==> src/rtl/bl_pwm_pkg.sv <==
package bl_pwm_pkg;

  localparam int LVL_W  = 16;
  localparam int ADDR_W = 3;

  typedef enum logic [1:0] {
    MODE_PIN     = 2'd0,
    MODE_PRESET  = 2'd1,
    MODE_REG     = 2'd2,
    MODE_PRODUCT = 2'd3
  } bl_mode_e;

  localparam logic [ADDR_W-1:0] A_MODE   = 3'd0;
  localparam logic [ADDR_W-1:0] A_CTRL   = 3'd1;
  localparam logic [ADDR_W-1:0] A_LVL_HI = 3'd2;
  localparam logic [ADDR_W-1:0] A_LVL_LO = 3'd3;
  localparam logic [ADDR_W-1:0] A_PNBITS = 3'd4;
  localparam logic [ADDR_W-1:0] A_FDIV   = 3'd5;

  // Largest count value for a given bit count: 2^pn - 1
  function automatic logic [31:0] full_scale(input logic [4:0] pn);
    return (32'd1 << pn) - 32'd1;
  endfunction

  // Bit counts above the build limit are pinned to the limit
  function automatic logic [4:0] clamp_pn(input logic [4:0] pn, input int lim);
    if (int'(pn) > lim) return 5'(lim);
    return pn;
  endfunction

  // Divider choice: programmed value only when enabled, zero acts as one
  function automatic logic [7:0] pick_div(input logic fen, input logic [7:0] f,
                                          input logic [7:0] dflt);
    if (!fen) return dflt;
    if (f == 8'd0) return 8'd1;
    return f;
  endfunction

  // Level choice: stored level in register mode (bounded), full scale otherwise
  function automatic logic [LVL_W-1:0] sel_level(input bl_mode_e mode,
                                                 input logic [LVL_W-1:0] raw,
                                                 input logic [LVL_W-1:0] fs);
    if (mode != MODE_REG) return fs;
    if (raw > fs) return fs;
    return raw;
  endfunction

endpackage

==> src/rtl/bl_regs.sv <==
module bl_regs
  import bl_pwm_pkg::*;
#(
  parameter bit LEVEL16  = 1'b1,
  parameter int RESET_PN = 8,
  parameter int RESET_F  = 1
) (
  input  logic              clk,
  input  logic              rst_n,
  input  logic              wr_en,
  input  logic [ADDR_W-1:0] addr,
  input  logic [7:0]        wr_data,
  output logic [7:0]        rd_data,
  output bl_mode_e          mode,
  output logic              fen,
  output logic              en,
  output logic [4:0]        pn_raw,
  output logic [7:0]        f_raw,
  output logic [LVL_W-1:0]  level_raw
);

  bl_mode_e         mode_q;
  logic             fen_q;
  logic             en_q;
  logic [4:0]       pn_q;
  logic [7:0]       f_q;
  logic [7:0]       hold_q;
  logic [LVL_W-1:0] level_q;

  // named write events for the checks below
  logic msb_wr;
  logic lsb_wr;
  assign msb_wr = wr_en && (addr == A_LVL_HI);
  assign lsb_wr = wr_en && (addr == A_LVL_LO);

  always_ff @(posedge clk) begin
    if (!rst_n) begin
      mode_q  <= MODE_PIN;
      fen_q   <= 1'b0;
      en_q    <= 1'b0;
      pn_q    <= 5'(RESET_PN);
      f_q     <= 8'(RESET_F);
      hold_q  <= 8'h00;
      level_q <= '0;
    end else if (wr_en) begin
      case (addr)
        A_MODE: begin
          mode_q <= bl_mode_e'(wr_data[1:0]);
          fen_q  <= wr_data[2];
        end
        A_CTRL:   en_q <= wr_data[0];
        A_LVL_HI: begin
          if (LEVEL16) hold_q <= wr_data;
          else         level_q <= {8'h00, wr_data};
        end
        A_LVL_LO: begin
          if (LEVEL16) level_q <= {hold_q, wr_data};
        end
        A_PNBITS: pn_q <= wr_data[4:0];
        A_FDIV:   f_q  <= wr_data;
        default: ;
      endcase
    end
  end

  always_comb begin
    rd_data = 8'h00;
    case (addr)
      A_MODE:   rd_data = {5'b0, fen_q, mode_q};
      A_CTRL:   rd_data = {7'b0, en_q};
      A_LVL_HI: rd_data = LEVEL16 ? level_q[15:8] : level_q[7:0];
      A_LVL_LO: rd_data = LEVEL16 ? level_q[7:0] : 8'h00;
      A_PNBITS: rd_data = {3'b0, pn_q};
      A_FDIV:   rd_data = f_q;
      default:  rd_data = 8'h00;
    endcase
  end

  assign mode      = mode_q;
  assign fen       = fen_q;
  assign en        = en_q;
  assign pn_raw    = pn_q;
  assign f_raw     = f_q;
  assign level_raw = level_q;

  generate
    if (LEVEL16) begin : g_wide
      AST_MSB_NO_COMMIT: assert property (@(posedge clk) disable iff (!rst_n)
        msb_wr |=> $stable(level_q));
      AST_LSB_COMMIT: assert property (@(posedge clk) disable iff (!rst_n)
        lsb_wr |=> level_q[7:0] == $past(wr_data));
    end else begin : g_narrow
      AST_BYTE_LEVEL: assert property (@(posedge clk) disable iff (!rst_n)
        msb_wr |=> level_q == {8'h00, $past(wr_data)});
      AST_LSB_IGNORED: assert property (@(posedge clk) disable iff (!rst_n)
        lsb_wr |=> $stable(level_q));
    end
  endgenerate

endmodule

==> src/rtl/bl_shadow.sv <==
module bl_shadow
  import bl_pwm_pkg::*;
#(
  parameter int PN_MAX    = 16,
  parameter int DEFAULT_F = 4,
  parameter int RESET_PN  = 8,
  parameter int RESET_F   = 1
) (
  input  logic             clk,
  input  logic             rst_n,
  input  logic             period_end,
  input  bl_mode_e         mode,
  input  logic             fen,
  input  logic [4:0]       pn_raw,
  input  logic [7:0]       f_raw,
  input  logic [LVL_W-1:0] level_raw,
  output logic [4:0]       act_pn,
  output logic [7:0]       act_div,
  output logic [LVL_W-1:0] act_lvl
);

  logic [4:0]       next_pn;
  logic [LVL_W-1:0] next_fs;
  logic [LVL_W-1:0] next_lvl;
  logic [7:0]       next_div;
  logic [LVL_W-1:0] act_fs;

  assign next_pn  = clamp_pn(pn_raw, PN_MAX);
  assign next_fs  = LVL_W'(full_scale(next_pn));
  assign next_lvl = sel_level(mode, level_raw, next_fs);
  assign next_div = pick_div(fen, f_raw, 8'(DEFAULT_F));
  assign act_fs   = LVL_W'(full_scale(act_pn));

  always_ff @(posedge clk) begin
    if (!rst_n) begin
      act_pn  <= clamp_pn(5'(RESET_PN), PN_MAX);
      act_div <= pick_div(1'b0, 8'(RESET_F), 8'(DEFAULT_F));
      act_lvl <= '0;
    end else if (period_end) begin
      act_pn  <= next_pn;
      act_div <= next_div;
      act_lvl <= next_lvl;
    end
  end

  AST_HOLD_MIDPERIOD: assert property (@(posedge clk) disable iff (!rst_n)
    !period_end |=> $stable(act_pn) && $stable(act_div) && $stable(act_lvl));
  AST_LVL_BOUND: assert property (@(posedge clk) disable iff (!rst_n)
    act_lvl <= act_fs);
  AST_PN_LIMIT: assert property (@(posedge clk) disable iff (!rst_n)
    int'(act_pn) <= PN_MAX);
  AST_DIV_NONZERO: assert property (@(posedge clk) disable iff (!rst_n)
    act_div != 8'd0);

endmodule

==> src/rtl/bl_pwm_gen.sv <==
module bl_pwm_gen
  import bl_pwm_pkg::*;
(
  input  logic             clk,
  input  logic             rst_n,
  input  logic             ref_tick,
  input  logic             en,
  input  logic [4:0]       act_pn,
  input  logic [7:0]       act_div,
  input  logic [LVL_W-1:0] act_lvl,
  output logic             period_end,
  output logic             pwm_out
);

  logic [7:0]       div_cnt;
  logic [LVL_W-1:0] cnt;
  logic [LVL_W-1:0] fs;
  logic             tick_adv;
  logic             pwm_q;

  assign fs         = LVL_W'(full_scale(act_pn));
  assign tick_adv   = ref_tick && (div_cnt == act_div - 8'd1);
  assign period_end = tick_adv && (cnt == fs);

  always_ff @(posedge clk) begin
    if (!rst_n) begin
      div_cnt <= 8'd0;
      cnt     <= '0;
      pwm_q   <= 1'b0;
    end else begin
      if (ref_tick) div_cnt <= tick_adv ? 8'd0 : div_cnt + 8'd1;
      if (tick_adv) cnt <= period_end ? '0 : cnt + 1'b1;
      pwm_q <= en && (cnt < act_lvl);
    end
  end

  assign pwm_out = pwm_q;

  AST_CNT_RANGE: assert property (@(posedge clk) disable iff (!rst_n)
    cnt <= fs);
  AST_DIV_RANGE: assert property (@(posedge clk) disable iff (!rst_n)
    div_cnt < act_div);
  AST_PERIOD_WRAP: assert property (@(posedge clk) disable iff (!rst_n)
    period_end |=> cnt == '0);
  AST_OFF_LOW: assert property (@(posedge clk) disable iff (!rst_n)
    !en |=> !pwm_q);
  AST_ZERO_LOW: assert property (@(posedge clk) disable iff (!rst_n)
    (act_lvl == '0) && !period_end |=> !pwm_q);

endmodule

==> src/rtl/bl_pwm_core.sv <==
module bl_pwm_core
  import bl_pwm_pkg::*;
#(
  parameter int PN_MAX    = 16,
  parameter bit LEVEL16   = 1'b1,
  parameter int DEFAULT_F = 4,
  parameter int RESET_PN  = 8,
  parameter int RESET_F   = 1
) (
  input  logic              clk,
  input  logic              rst_n,
  input  logic              ref_tick,
  input  logic              wr_en,
  input  logic [ADDR_W-1:0] addr,
  input  logic [7:0]        wr_data,
  output logic [7:0]        rd_data,
  output logic              pwm_out,
  output logic [LVL_W-1:0]  level_used
);

  bl_mode_e         mode;
  logic             fen;
  logic             en;
  logic [4:0]       pn_raw;
  logic [7:0]       f_raw;
  logic [LVL_W-1:0] level_raw;
  logic [4:0]       act_pn;
  logic [7:0]       act_div;
  logic [LVL_W-1:0] act_lvl;
  logic             period_end;

  bl_regs #(
    .LEVEL16 (LEVEL16),
    .RESET_PN(RESET_PN),
    .RESET_F (RESET_F)
  ) regs_i (
    .clk      (clk),
    .rst_n    (rst_n),
    .wr_en    (wr_en),
    .addr     (addr),
    .wr_data  (wr_data),
    .rd_data  (rd_data),
    .mode     (mode),
    .fen      (fen),
    .en       (en),
    .pn_raw   (pn_raw),
    .f_raw    (f_raw),
    .level_raw(level_raw)
  );

  bl_shadow #(
    .PN_MAX   (PN_MAX),
    .DEFAULT_F(DEFAULT_F),
    .RESET_PN (RESET_PN),
    .RESET_F  (RESET_F)
  ) shadow_i (
    .clk       (clk),
    .rst_n     (rst_n),
    .period_end(period_end),
    .mode      (mode),
    .fen       (fen),
    .pn_raw    (pn_raw),
    .f_raw     (f_raw),
    .level_raw (level_raw),
    .act_pn    (act_pn),
    .act_div   (act_div),
    .act_lvl   (act_lvl)
  );

  bl_pwm_gen gen_i (
    .clk       (clk),
    .rst_n     (rst_n),
    .ref_tick  (ref_tick),
    .en        (en),
    .act_pn    (act_pn),
    .act_div   (act_div),
    .act_lvl   (act_lvl),
    .period_end(period_end),
    .pwm_out   (pwm_out)
  );

  assign level_used = act_lvl;

  AST_USED_MOVES_AT_END: assert property (@(posedge clk) disable iff (!rst_n)
    !period_end |=> $stable(level_used));

endmodule

==> config.mk <==
export PLATFORM = sky130hd
export DESIGN_NAME = bl_pwm_core
export DESIGN_NICKNAME = d
export VERILOG_FILES = /design/src/rtl/bl_pwm_pkg.sv /design/src/rtl/bl_regs.sv /design/src/rtl/bl_shadow.sv /design/src/rtl/bl_pwm_gen.sv /design/src/rtl/bl_pwm_core.sv
export SDC_FILE = /design/constraint.sdc
export NUM_CORES = 1
export LEC_CHECK = 0
export ABC_AREA = 1
export CAP_MARGIN = 20
export CORE_MARGIN = 2
export CORE_UTILIZATION = 40
export CTS_CLUSTER_DIAMETER = 30
export DETAILED_ROUTE_END_ITERATION = 8
export RECOVER_POWER = 100
export SYNTH_ARGS = -nofsm -noshare
export SYNTH_HDL_FRONTEND = slang
export SYNTH_SLANG_ARGS = --single-unit
==> constraint.sdc <==
create_clock -name clk -period 9.7 [get_ports clk]
set_clock_uncertainty 0.1 [all_clocks]
set_input_delay 0.97 -clock clk [delete_from_list [all_inputs] [get_ports clk]]
set_output_delay 0.97 -clock clk [all_outputs]
set_load 0.05 [all_outputs]
; ---- After elaboration in Yosys (flattened, before gate mapping)
; Index checks and enable logic that the tools add are counted.
[word_totals]
regBits = 95
[classes]
reduce_logical = 11
n_lt_le_gt_ge = 3
n_eq_ne = 8
n_mux = 19
n_addsub = 5
n_shift = 2
[ops]
columns = operator, count
row1 = $mux 16, 5
row2 = $pmux 8 s6, 1
row3 = $mux 8, 5
row4 = $shl 1x5->16 const A, 2
row5 = $sub 16x1->16 const B, 2
row6 = $add 16x1->16 const B, 1
row7 = $eq 16x16->1, 1
row8 = $gt 16x16->1, 1
row9 = $lt 16x16->1, 1
row10 = $reduce_and 2->1, 6
row11 = $mux 5, 2
row12 = $add 8x1->8 const B, 1
row13 = $eq 8x8->1, 1
row14 = $logic_not 8->1, 1
row15 = $sub 8x1->8 const B, 1
row16 = $eq 3x2->1 const B, 2
row17 = $eq 3x3->1 const B, 2
row18 = $mux 1, 6
row19 = $gt 5x5->1 const B, 1
row20 = $eq 3x1->1 const B, 1
row21 = $logic_and 1x1->1, 3
row22 = $logic_not 3->1, 1
row23 = $ne 2x2->1 const B, 1

; ---- Depth between registers and ports, before layout
; Gate-level depths: netlist of the first run.
[logic_depth]
ltp_word = 10
depth_mapped = 24

; ---- Cells and area by module
; A second synthesis of the first run with hierarchy kept.
[unflattened]
hier_cells = 1081
hier_area_um2 = 6846.6
[by_module_without_submodules]
columns = module, area_per_inst_um2, instances, cells_per_inst
row1 = bl_pwm_gen, 2647.5, 1, 458
row2 = bl_shadow, 2168.3, 1, 312
row3 = bl_regs, 2030.7, 1, 311

; ---- Least setup slack after synthesis of the first run
; Ideal clock, no wire load.
[synth_timing]
path_kind = input port to output port
from = input port addr[1]
to = output port rd_data[3]
arrival_ns = 2.426
required_ns = 8.630
path_slack_ns = 6.204
path_stages = 4
path_cell_list = inv_1 -> nor2_1 -> nand2_1 -> o21ai_0
[synth_between]
elab_chain_len = 2
[synth_rtl]
columns = element, line_no
row1 = from (decl), bl_pwm_core.sv:14  ; input logic [ADDR_W-1:0] addr,
row2 = $eq 3x3->1 (tied with other cells), bl_regs.sv:68  ; case (addr)
row3 = $pmux 8 s6 *, bl_regs.sv:68
row4 = to (decl), bl_pwm_core.sv:16  ; output logic [7:0] rd_data,
; Mark *: on every way between the ends. The rest lies on a longest branch, timed or not.

; ---- Worst setup path after layout of the first run
[layout_timing]
from = input port ref_tick
to = register shadow_i.act_pn[1]
[layout_between]
elab_chain_len = 2
[layout_rtl]
columns = element, line_no
row1 = from (decl), bl_pwm_core.sv:12  ; input logic ref_tick,
row2 = $logic_and 1x1->1, bl_pwm_gen.sv:22  ; assign tick_adv = ref_tick && (div_cnt == act_div - 8'd1);
row3 = $logic_and 1x1->1, bl_pwm_gen.sv:23  ; assign period_end = tick_adv && (cnt == fs);
row4 = to (signal assigned), bl_shadow.sv:36  ; act_pn <= clamp_pn(5'(RESET_PN), PN_MAX);
row5 = to (signal assigned), bl_shadow.sv:40  ; act_pn <= next_pn;
row6 = to (decl), bl_shadow.sv:17  ; output logic [4:0] act_pn,
; No other way between the ends.
; A chain may end at the register's enable or synchronous reset.

==> run_results.csv, run 1 <==
group,metric,value,unit
yosys,ys_seq_area_frac,0.3041,
clock_network,cts_hold_buf,0,
floorplan,start_util,0.4099,
floorplan,fp.dieW,129.0,um
sta,worst_pin_slew,2.513,ns
place,numPlacedInstances,1214,
detailed_routing,drc,0,
clock_network,clk_latency,0.35,ns
sta,period_needed,5.216,ns
clock_network,post-cts-setup-buffers,0,
worst_setup_path,crit_chain,"dlygate4sd3_1 -> inv_1 -> a21oi_1 -> nand3_1 -> nor2_1 -> nand2_1 -> nor2_1 -> nand3_1 -> nor2_1 -> nand3_1 -> nor2_1 -> nand2_1 -> o21ai_0",
worst_setup_path,reg2regPathDepth,14,
global_routing,grt_max_degree,66,
clock_network,root_buffer,"clkbuf_16",
sta,tns,0,ns
pwr,cellLeakagePower,3.374,nW
yosys,ys_ff_latch,95,
sta,rsz0062_at_grt,"false",
place,gp_congestion,0.9020,
clock_network,htreeDepth,3,
sta,hold_viol,0,
status,violations,"max-capacitance violations, max-slew violations",
worst_setup_path,crit_top_cell,"nor2_1",
sta,final.period_utilization,0.5377,
clock_network,clock_path_buffers,2,
detailed_routing,drt-pass1-iter-count,5,
global_routing,groute.usage.overall,0.2219,
clock_network,path_clk_slew,0.07,ns
floorplan,die_h,129.0,um
yosys,yosys_warnings,0,
place,io_buffer_count,39,
place,place_area,0.006808,mm^2
hold_path,hold_depth,2,
clock_network,cts_tree,"yes",
detailed_routing,vias_per_cell,4.947,
sta,slew_headroom,-0.6756,
worst_setup_path,reg2reg_from,"shadow_i.act_pn[1]",
clock_network,cts_resized,0,
worst_setup_path,start_kind,"input pin",
hold_path,hold_path_class,"reg2reg",
yosys,syn_area_per_cell,6.350,um^2
worst_setup_path,r2r_end,"shadow_i.act_pn[1]",
floorplan,io_pins,40,
cells_and_area,instances_no_fill,1231,
worst_setup_path,max_stage_delay,1.47,ns
yosys,synth_enable_flop_cells,0,
yosys,postSynthCellCount,985,
worst_setup_path,cp-end-kind,"flip-flop",
global_routing,grt_pass1_wl,29190,um
pwr,p_comb_frac,0.092,
worst_setup_path,worstSetupPathType,"in2reg",
sta,hold_ws,0.3685,ns
place,post-dp-hpwl,13560,um
yosys,netlist_area,0.006255,mm^2
pwr,switchingPower,0.0002153,W
pwr,p_int,0.0006626,W
worst_setup_path,crit_fanout,26,
floorplan,rows,45,
detailed_routing,ant_nets,0,
cells_and_area,final_common_cell,"nand2_1",
sta,slew_viol_final,66,
worst_setup_path,rrSetupSlack,4.75,ns
cells_and_area,layout_common_cells,"231 x nand2_1, 145 x inv_1, 137 x nor2_1",
cells_and_area,nNetsFinal,1066,
pwr,pwr-share-clk,0.449,
worst_setup_path,cp_data_arrival_time,5.37,ns
status,outcome,"finished with violations",
cells_and_area,diodes,0,
yosys,ys_types,40,
worst_setup_path,required,9.85,ns
hold_path,hold_start,"shadow_i.act_lvl[14]",
pwr,vdd_drop_max,0.1281,mV
cells_and_area,synthToLayoutAreaGrowth,13.82,%
yosys,syn_nets,1036,
sta,setup-violations-final,0,
pwr,power,0.0008779,W
detailed_routing,drt_iter0_markers,423,
detailed_routing,vias,6090,
detailed_routing,post_drt_wl_per_cell,14.11,um
pwr,p_sw_frac,0.2452,
floorplan,core_area,0.01526,mm^2
cells_and_area,fin_area,0.007119,mm^2
floorplan,dieArea,0.01665,mm^2
global_routing,first_global_vias,5770,
hold_path,worstHoldEndpoint,"shadow_i.act_lvl[14]",
pwr,p_per_area,123.3,mW/mm^2
yosys,synthArstFlopShare,0,
detailed_routing,wl,17370,um
sta,max_clock_freq,191.7,MHz
global_routing,antenna_found_initial,0,
run,drv_cap,1,
pwr,power_frac_seq,0.459,
global_routing,grt_overflow,0,
cells_and_area,fill_cells,1678,
worst_setup_path,cp_slowest_cell,"nor2_1",
clock_network,numCtsBuffers,9,
cells_and_area,drive_above_1_share,0.04510,
yosys,dominantRegCellSynth,"dfxtp_1",
clock_network,cts.sinks,95,
==> cell usage after synthesis, types with 6 or more instances <==
cell type	instances	area (um^2)
nand2_1	230	863.3
inv_1	144	540.5
nor2_1	136	510.5
dfxtp_1	95	1902
a21oi_1	73	365.4
nand3_1	72	360.4
o21ai_0	59	295.3
ha_1	36	450.4
nor3_1	23	115.1
xor2_1	18	157.7
clkbuf_1	14	52.55
nand4_1	12	75.07
nand3_2	9	90.09
inv_2	7	26.28
o211ai_1	6	45.04
==> worst max path at each step <==
stage	start	end	cells after the start
after floorplan	addr[1]	rd_data[3]	4
after global placement	addr[2]	rd_data[3]	8
after detailed placement	addr[2]	rd_data[3]	8
after CTS	addr[2]	rd_data[3]	8
after global routing	ref_tick	shadow_i.act_pn[1]	13
final	ref_tick	shadow_i.act_pn[1]	13
==> area by class of cell <==
type / count / area, um^2 / share of cell area
multi-input combinational: 715 / 3637 / 0.5109
clock buffer: 11 / 252.7 / 0.03550
tap: 211 / 264.0 / 0.03708
sequential: 95 / 1902 / 0.2671
timing repair buffer: 42 / 411.6 / 0.05782
inverter: 152 / 573.1 / 0.08049
clock inverter: 5 / 78.83 / 0.01107
==> stage by stage <==
stage                       util  worst slack, ns
after floorplan                -            6.204
after global placement    0.4462            5.173
after detailed placement  0.4462            5.162
after CTS                 0.4679            5.139
after global routing      0.4666            4.053
final                     0.4666            4.484
==> sequential cells by signal, indices dropped and copies added (netlist names), 2 cells and up <==
name	cells
shadow_i.act_pn	5
regs_i.hold_q	8
gen_i.div_cnt	8
regs_i.f_raw	8
regs_i.level_raw	16
shadow_i.act_lvl	16
regs_i.pn_raw	5
regs_i.mode	2
gen_i.cnt	16
shadow_i.act_div	8
==> per-layer routing <==
layer  share of wire  global-route usage
met4           0.017             0.06841
met3           0.040             0.03138
met1            0.49              0.3059
met5               0                   0
met2            0.46              0.3617
==> kinds of logic (layout without fill, tap and decap cells) <==
kind of cell,count (synthesis),after routing,synth area share
AND/OR/NAND/NOR,499,499,0.3471
AO/OA/AOI/OAI,157,157,0.1352
XOR/XNOR,23,23,0.03221
buffers and inverters,175,210,0.1094
adder cells (fa/ha/maj),36,36,0.07201
flip-flops,95,95,0.3041
==> power by group through the flow <==
stage	clock network [W]	logic [W]	registers, W
floorplan	0	0.0000556	0.000409
global placement	0	0.0000807	0.000412
detailed placement	0	0.0000808	0.000412
CTS	0.000405	0.0000812	0.000403
global route	0.000421	0.0000911	0.000404
finish	0.000394	0.0000810	0.000403
==> worst max-delay path: cells and delay by family <==
| kind | cells | cell delay [ns] |
|---|---|---|
| and+or+nand+nor | 9 | 3.42 |
| AOI/OAI and AO/OA | 2 | 0.26 |
| buffers and inverters | 2 | 0.71 |
Power figures use the tool's default switching activity.
==> inputs of run 2 (changes only) <==
==> constraint.sdc (replaced) <==
create_clock -name clk -period 5 [get_ports clk]
set_clock_uncertainty 0.1 [all_clocks]
set_input_delay 0.5 -clock clk [delete_from_list [all_inputs] [get_ports clk]]
set_output_delay 0.5 -clock clk [all_outputs]
set_load 0.05 [all_outputs]
==> run 2 against run 1 <==
  * The flow now finishes without violations
  * Register-to-register slack got worse by 4.1 ns
  * Non-clock buffer count stayed put
  * Hold slack got worse by 0.010 ns
  * Sequential share of layout area grew 0.16 points
  * Cell area fell by 0.60%
  * Largest power group unchanged
  * Critical path depth increased by 9
  * Setup slack worse by 3.8 ns
  * Global-route usage about the same
  * Highest routed layer unchanged
  * Clock-buffer cell count fell by 2
  * Sequential power increased by 94%
==> run_results.csv, run 2 (synthesis results as in run 1) <==
group,metric,value,unit
detailed_routing,post_drt_wl_per_cell,14.47,um
sta,slew_headroom,0.2019,
global_routing,grt_pass1_wl,29120,um
global_routing,groute.usage.overall,0.2221,
cells_and_area,nNetsFinal,1066,
clock_network,numCtsBuffers,9,
worst_setup_path,cp-end-kind,"flip-flop",
worst_setup_path,reg2reg_from,"regs_i.pn_raw[4]",
detailed_routing,drt_iter0_markers,374,
pwr,power_frac_seq,0.479,
clock_network,path_clk_slew,0.07,ns
detailed_routing,ant_nets,0,
cells_and_area,fill_cells,1626,
pwr,p_per_area,230.4,mW/mm^2
hold_path,hold_depth,2,
sta,setup-violations-final,0,
global_routing,first_global_vias,5607,
sta,tns,0,ns
worst_setup_path,rrSetupSlack,0.68,ns
clock_network,clock_path_buffers,2,
cells_and_area,fin_area,0.007077,mm^2
detailed_routing,vias_per_cell,4.902,
sta,period_needed,4.318,ns
worst_setup_path,crit_fanout,17,
global_routing,grt_max_degree,66,
pwr,p_comb_frac,0.098,
pwr,switchingPower,0.0004278,W
worst_setup_path,startpoint,"regs_i.pn_raw[4]",
global_routing,grt_overflow,0,
worst_setup_path,cp_num_buf_inv,2,
worst_setup_path,cp.depth,22,
sta,final.period_utilization,0.8635,
floorplan,start_util,0.4099,
place,numPlacedInstances,1215,
cells_and_area,final_common_cell,"nand2_1",
cells_and_area,layout_common_cells,"230 x nand2_1, 145 x inv_1, 136 x nor2_1",
clock_network,cts_tree,"yes",
place,gp_congestion,0.9188,
sta,rsz0062_at_grt,"false",
sta,worst_pin_slew,1.194,ns
worst_setup_path,r2r_end,"shadow_i.act_lvl[4]",
floorplan,dieArea,0.01665,mm^2
clock_network,cts_hold_buf,0,
clock_network,root_buffer,"clkbuf_16",
worst_setup_path,max_stage_delay,0.60,ns
sta,max_clock_freq,231.6,MHz
pwr,cellLeakagePower,3.334,nW
floorplan,fp.dieW,129.0,um
clock_network,cts.sinks,95,
cells_and_area,synthToLayoutAreaGrowth,13.14,%
worst_setup_path,crit_top_cell,"nand2_1",
floorplan,io_pins,40,
pwr,pwr-share-clk,0.423,
cells_and_area,instances_no_fill,1230,
global_routing,antenna_found_initial,0,
place,place_area,0.006815,mm^2
detailed_routing,drc,0,
pwr,vdd_drop_max,0.1662,mV
run,drv_cap,0,
detailed_routing,drt-pass1-iter-count,5,
detailed_routing,wl,17800,um
sta,slew_viol_final,0,
worst_setup_path,start_kind,"flip-flop",
floorplan,rows,45,
hold_path,hold_start,"shadow_i.act_div[7]",
clock_network,post-cts-setup-buffers,0,
floorplan,core_area,0.01526,mm^2
worst_setup_path,crit_family,"simple AND/OR/NAND/NOR gates",
worst_setup_path,worstSetupPathType,"reg2reg",
worst_setup_path,required,5.14,ns
status,outcome,"completed",
clock_network,clk_latency,0.35,ns
worst_setup_path,cp_data_arrival_time,4.45,ns
place,post-dp-hpwl,13910,um
hold_path,hold_path_class,"reg2reg",
cells_and_area,drive_above_1_share,0.04612,
hold_path,worstHoldEndpoint,"shadow_i.act_div[7]",
worst_setup_path,reg2regPathDepth,22,
pwr,p_sw_frac,0.2624,
worst_setup_path,cp_slowest_cell,"nand2_1",
sta,hold_viol,0,
pwr,p_int,0.001203,W
clock_network,htreeDepth,3,
cells_and_area,diodes,0,
worst_setup_path,crit_chain,"nor2_1 -> nor2_1 -> nand2_1 -> nor2_1 -> inv_1 -> ha_1 -> nand2_1 -> nor2_1 -> nand2_1 -> xor2_1 -> ha_1 -> nand2_1 -> inv_1 -> nand3_1 -> nor3_1 -> nand2_1 -> nand2_1 -> nand2_1 -> nand2_1 -> nor2_1 -> nor3_1 -> nor2_1",
place,io_buffer_count,39,
clock_network,cts_resized,0,
floorplan,die_h,129.0,um
detailed_routing,vias,6030,
==> run 2: how the worst max path moves through the flow <==
stage | slack, ns | endpoint
6_report | 0.68 | shadow_i.act_lvl[4]
5_1_grt | 0.21 | shadow_i.act_pn[0]
4_1_cts | 0.75 | shadow_i.act_lvl[4]
3_5_place_dp | 0.76 | shadow_i.act_lvl[4]
3_3_place_gp | 0.76 | shadow_i.act_lvl[4]
2_1_floorplan | 1.54 | shadow_i.act_lvl[11]
==> run 2: routing by layer <==
metal	global-route usage	up-vias	part of all wire
met5	0	-	0
met4	0.07928	0	0.022
met3	0.02106	24	0.022
met2	0.3579	103	0.45
met1	0.3113	2673	0.50
li1	-	3230	-
==> run 2: area by class of cell <==
cell class	instances	area, um^2	area share
clock inverters	6	62.56	0.008840
well taps	211	264.0	0.03731
flip-flops and latches	95	1902	0.2687
multi-input cells	715	3642	0.5147
inverters	152	573.1	0.08098
repair buffers	42	407.9	0.05764
clock buffers	9	225.2	0.03182
==> run 2: power groups by stage <==
stage | Combinational [W] | Clock (W) | Sequential [W]
2_1_floorplan | 0.000108 | 0 | 0.000794
3_3_place_gp | 0.000162 | 0 | 0.000799
3_5_place_dp | 0.000159 | 0 | 0.000799
4_1_cts | 0.000161 | 0.000702 | 0.000781
5_1_grt | 0.000179 | 0.000734 | 0.000783
6_report | 0.000160 | 0.000689 | 0.000781
==> run 2: metrics by stage <==
stage	hold WS, ns	total power [W]	utilization	setup WS (ns)
2_1_floorplan	0.3367	0.0009018	-	1.543
3_3_place_gp	0.3483	0.0009610	0.4467	0.7648
3_5_place_dp	0.3511	0.0009580	0.4467	0.7565
4_1_cts	0.3617	0.001643	0.4655	0.7462
5_1_grt	0.4029	0.001695	0.4638	0.2072
6_report	0.3585	0.001630	0.4638	0.6824
==> run 2: worst register-to-register path: stages, from the launching register on <==
cell,delay (ns)
dfxtp_1,0.41
nor2_1,0.41
nor2_1,0.12
nand2_1,0.13
nor2_1,0.08
inv_1,0.07
ha_1,0.20
nand2_1,0.11
nor2_1,0.18
nand2_1,0.09
xor2_1,0.16
ha_1,0.27
nand2_1,0.04
inv_1,0.06
nand3_1,0.09
nor3_1,0.23
nand2_1,0.09
nand2_1,0.06
nand2_1,0.33
nand2_1,0.60
nor2_1,0.08
nor3_1,0.22
nor2_1,0.06
==> inputs of run 3 (changes only) <==
==> constraint.sdc (replaced) <==
create_clock -name clk -period 3.69 [get_ports clk]
set_clock_uncertainty 0.1 [all_clocks]
set_input_delay 0.369 -clock clk [delete_from_list [all_inputs] [get_ports clk]]
set_output_delay 0.369 -clock clk [all_outputs]
set_load 0.05 [all_outputs]
==> run 3 against run 2 <==
  * Via count grew 1.9%
  * Non-clock buffer count is 11 higher
  * Die area unchanged
  * Cell area is 1.8% higher
  * Final cell count up 0.89%
  * Register-to-register slack got worse by 0.33 ns
  * Clock power is 39% higher
  * Critical path depth increased by 1
  * Clock-buffer cell count grew 3
  * Sequential power is 36% higher
  * Sequential share of layout area fell by 0.44 points
  * Critical path type unchanged
  * Critical endpoint is now shadow_i.act_lvl[6]
  * Highest routed layer unchanged
==> run_results.csv, run 3 (synthesis results as in run 1) <==
group,metric,value,unit
pwr,switchingPower,0.0005688,W
pwr,p_per_area,311.9,mW/mm^2
floorplan,fp.dieW,129.0,um
clock_network,cts.sinks,95,
sta,finalWorstSetupSlack,0.3523,ns
detailed_routing,wl,18140,um
sta,slew_headroom,0.2162,
sta,rsz0062_at_grt,"false",
worst_setup_path,cp-end-kind,"flip-flop",
detailed_routing,post_drt_wl_per_cell,14.62,um
worst_setup_path,cp_num_buf_inv,6,
sta,tns,0,ns
cells_and_area,nNetsFinal,1077,
global_routing,grt_max_degree,62,
detailed_routing,drt_iter0_markers,442,
worst_setup_path,max_stage_delay,0.37,ns
pwr,p_sw_frac,0.2533,
worst_setup_path,rrSetupSlack,0.35,ns
worst_setup_path,cp_data_arrival_time,3.48,ns
floorplan,dieArea,0.01665,mm^2
sta,slew_viol_final,0,
pwr,pwr-share-clk,0.427,
hold_path,hold_start,"rst_n",
floorplan,start_util,0.4099,
sta,hold_viol,0,
clock_network,htreeDepth,3,
place,dp_slack,0.1568,ns
place,post-dp-hpwl,14290,um
detailed_routing,drt-pass1-iter-count,5,
pwr,p_comb_frac,0.102,
pwr,vdd_drop_max,0.2325,mV
sta,final.period_utilization,0.9045,
worst_setup_path,crit_chain,"buf_4 -> inv_1 -> nand2_1 -> nand2_1 -> nor2_1 -> inv_1 -> ha_1 -> nand3_1 -> xor2_1 -> ha_1 -> nand2_1 -> inv_1 -> nand3_1 -> inv_1 -> nand2_1 -> nand2_1 -> nand2_1 -> nand2_1 -> nand2_1 -> buf_6 -> a21oi_1 -> nor3_1 -> nor2_1",
worst_setup_path,crit_family,"simple AND/OR/NAND/NOR gates",
worst_setup_path,required,3.83,ns
pwr,power_frac_seq,0.471,
place,gp_congestion,0.9317,
detailed_routing,vias_per_cell,4.952,
clock_network,clk_latency,0.35,ns
floorplan,die_h,129.0,um
cells_and_area,synthToLayoutAreaGrowth,15.12,%
hold_path,worstHoldEndpoint,"gen_i.div_cnt[0]",
global_routing,first_global_vias,5816,
cells_and_area,layout_common_cells,"230 x nand2_1, 145 x inv_1, 135 x nor2_1",
sta,max_clock_freq,299.6,MHz
worst_setup_path,reg2reg_from,"regs_i.pn_raw[4]",
worst_setup_path,r2r_end,"shadow_i.act_lvl[6]",
global_routing,grt_overflow,0,
sta,worst_pin_slew,1.176,ns
clock_network,cts_tree,"yes",
pwr,cellLeakagePower,3.401,nW
worst_setup_path,reg2regPathDepth,23,
hold_path,hold_depth,3,
cells_and_area,diodes,0,
clock_network,root_buffer,"clkbuf_16",
run,drv_cap,0,
cells_and_area,drive_above_1_share,0.05825,
worst_setup_path,worstSetupPathType,"reg2reg",
clock_network,cts_hold_buf,0,
detailed_routing,vias,6145,
worst_setup_path,start_kind,"flip-flop",
global_routing,groute.usage.overall,0.2304,
clock_network,clock_path_buffers,2,
cells_and_area,fill_cells,1651,
pwr,power,0.002246,W
floorplan,rows,45,
floorplan,io_pins,40,
worst_setup_path,startpoint,"regs_i.pn_raw[4]",
detailed_routing,ant_nets,0,
worst_setup_path,crit_fanout,16,
pwr,p_int,0.001677,W
worst_setup_path,crit_top_cell,"nand2_1",
cells_and_area,final_common_cell,"nand2_1",
global_routing,antenna_found_initial,0,
global_routing,grt_pass1_wl,29810,um
hold_path,hold_path_class,"in2reg",
floorplan,core_area,0.01526,mm^2
sta,period_needed,3.338,ns
clock_network,numCtsBuffers,9,
clock_network,path_clk_slew,0.06,ns
status,outcome,"completed",
worst_setup_path,cp_slowest_cell,"dfxtp_2",
place,place_area,0.006898,mm^2
place,io_buffer_count,39,
detailed_routing,drc,0,
cells_and_area,fin_area,0.007201,mm^2
sta,setup-violations-final,0,
==> run 3: changes by cell type in the layout (fill, tap and decap cells not counted), sizes merged <==
cell	change
buf	+7
clkinvlp	-2
clkinv	-1
clkbuf	+7
==> run 3: through the flow <==
step,util,hold WS [ns],std cells
floorplan,-,0.3367,985
finish,0.4719,0.2011,1241
global route,0.4719,0.2006,1241
global placement,0.4521,0.3561,1226
detailed placement,0.4521,0.3569,1226
CTS,0.4717,0.1942,1241
==> run 3: power by group through the flow <==
stage	Combinational (W)	Sequential [W]	Clock, W
finish	0.000229	0.00106	0.000959
global route	0.000257	0.00106	0.00103
CTS	0.000226	0.00106	0.000978
detailed placement	0.000225	0.00108	0
global placement	0.000227	0.00108	0
floorplan	0.000146	0.00108	0
==> run 3: tightest hold or removal path: stages <==
cell and delay [ns]:
buf_2 0.13, nand2_1 0.07, nor2_1 0.04
==> run 3: how the worst max path moves through the flow <==
| stage | end | slack [ns] | cells past startpoint |
|---|---|---|---|
| finish | shadow_i.act_lvl[6] | 0.35 | 23 |
| global route | shadow_i.act_lvl[4] | 0.007 | 24 |
| CTS | shadow_i.act_lvl[4] | 0.17 | 24 |
| detailed placement | shadow_i.act_lvl[4] | 0.16 | 24 |
| global placement | shadow_i.act_lvl[4] | 0.28 | 24 |
| floorplan | shadow_i.act_lvl[11] | 0.23 | 24 |
==> run 3: layout make-up <==
cell class              count  area (um^2)  area share
well taps                 211        264.0     0.03666
inverters                 152        573.1     0.07958
flip-flops and latches     95         1903      0.2643
clock buffers              12        256.5     0.03562
clock inverters             3        42.54    0.005908
multi-input cells         715         3677      0.5107
repair buffers             53        484.2     0.06725
==> run 3: what timing repair did <==
item,4_1_cts,5_1_grt
setup buffers,0,0
resized for setup,0,9
setup endpoints to repair,0,16
==> run 3: per-layer routing <==
metal  part of all wire  GRT usage  up-vias
met2               0.46     0.3803      121
met4              0.029    0.09847        0
met1               0.49     0.3076     2741
li1                   -          -     3251
met5                  0          0        -
met3              0.027    0.02395       32
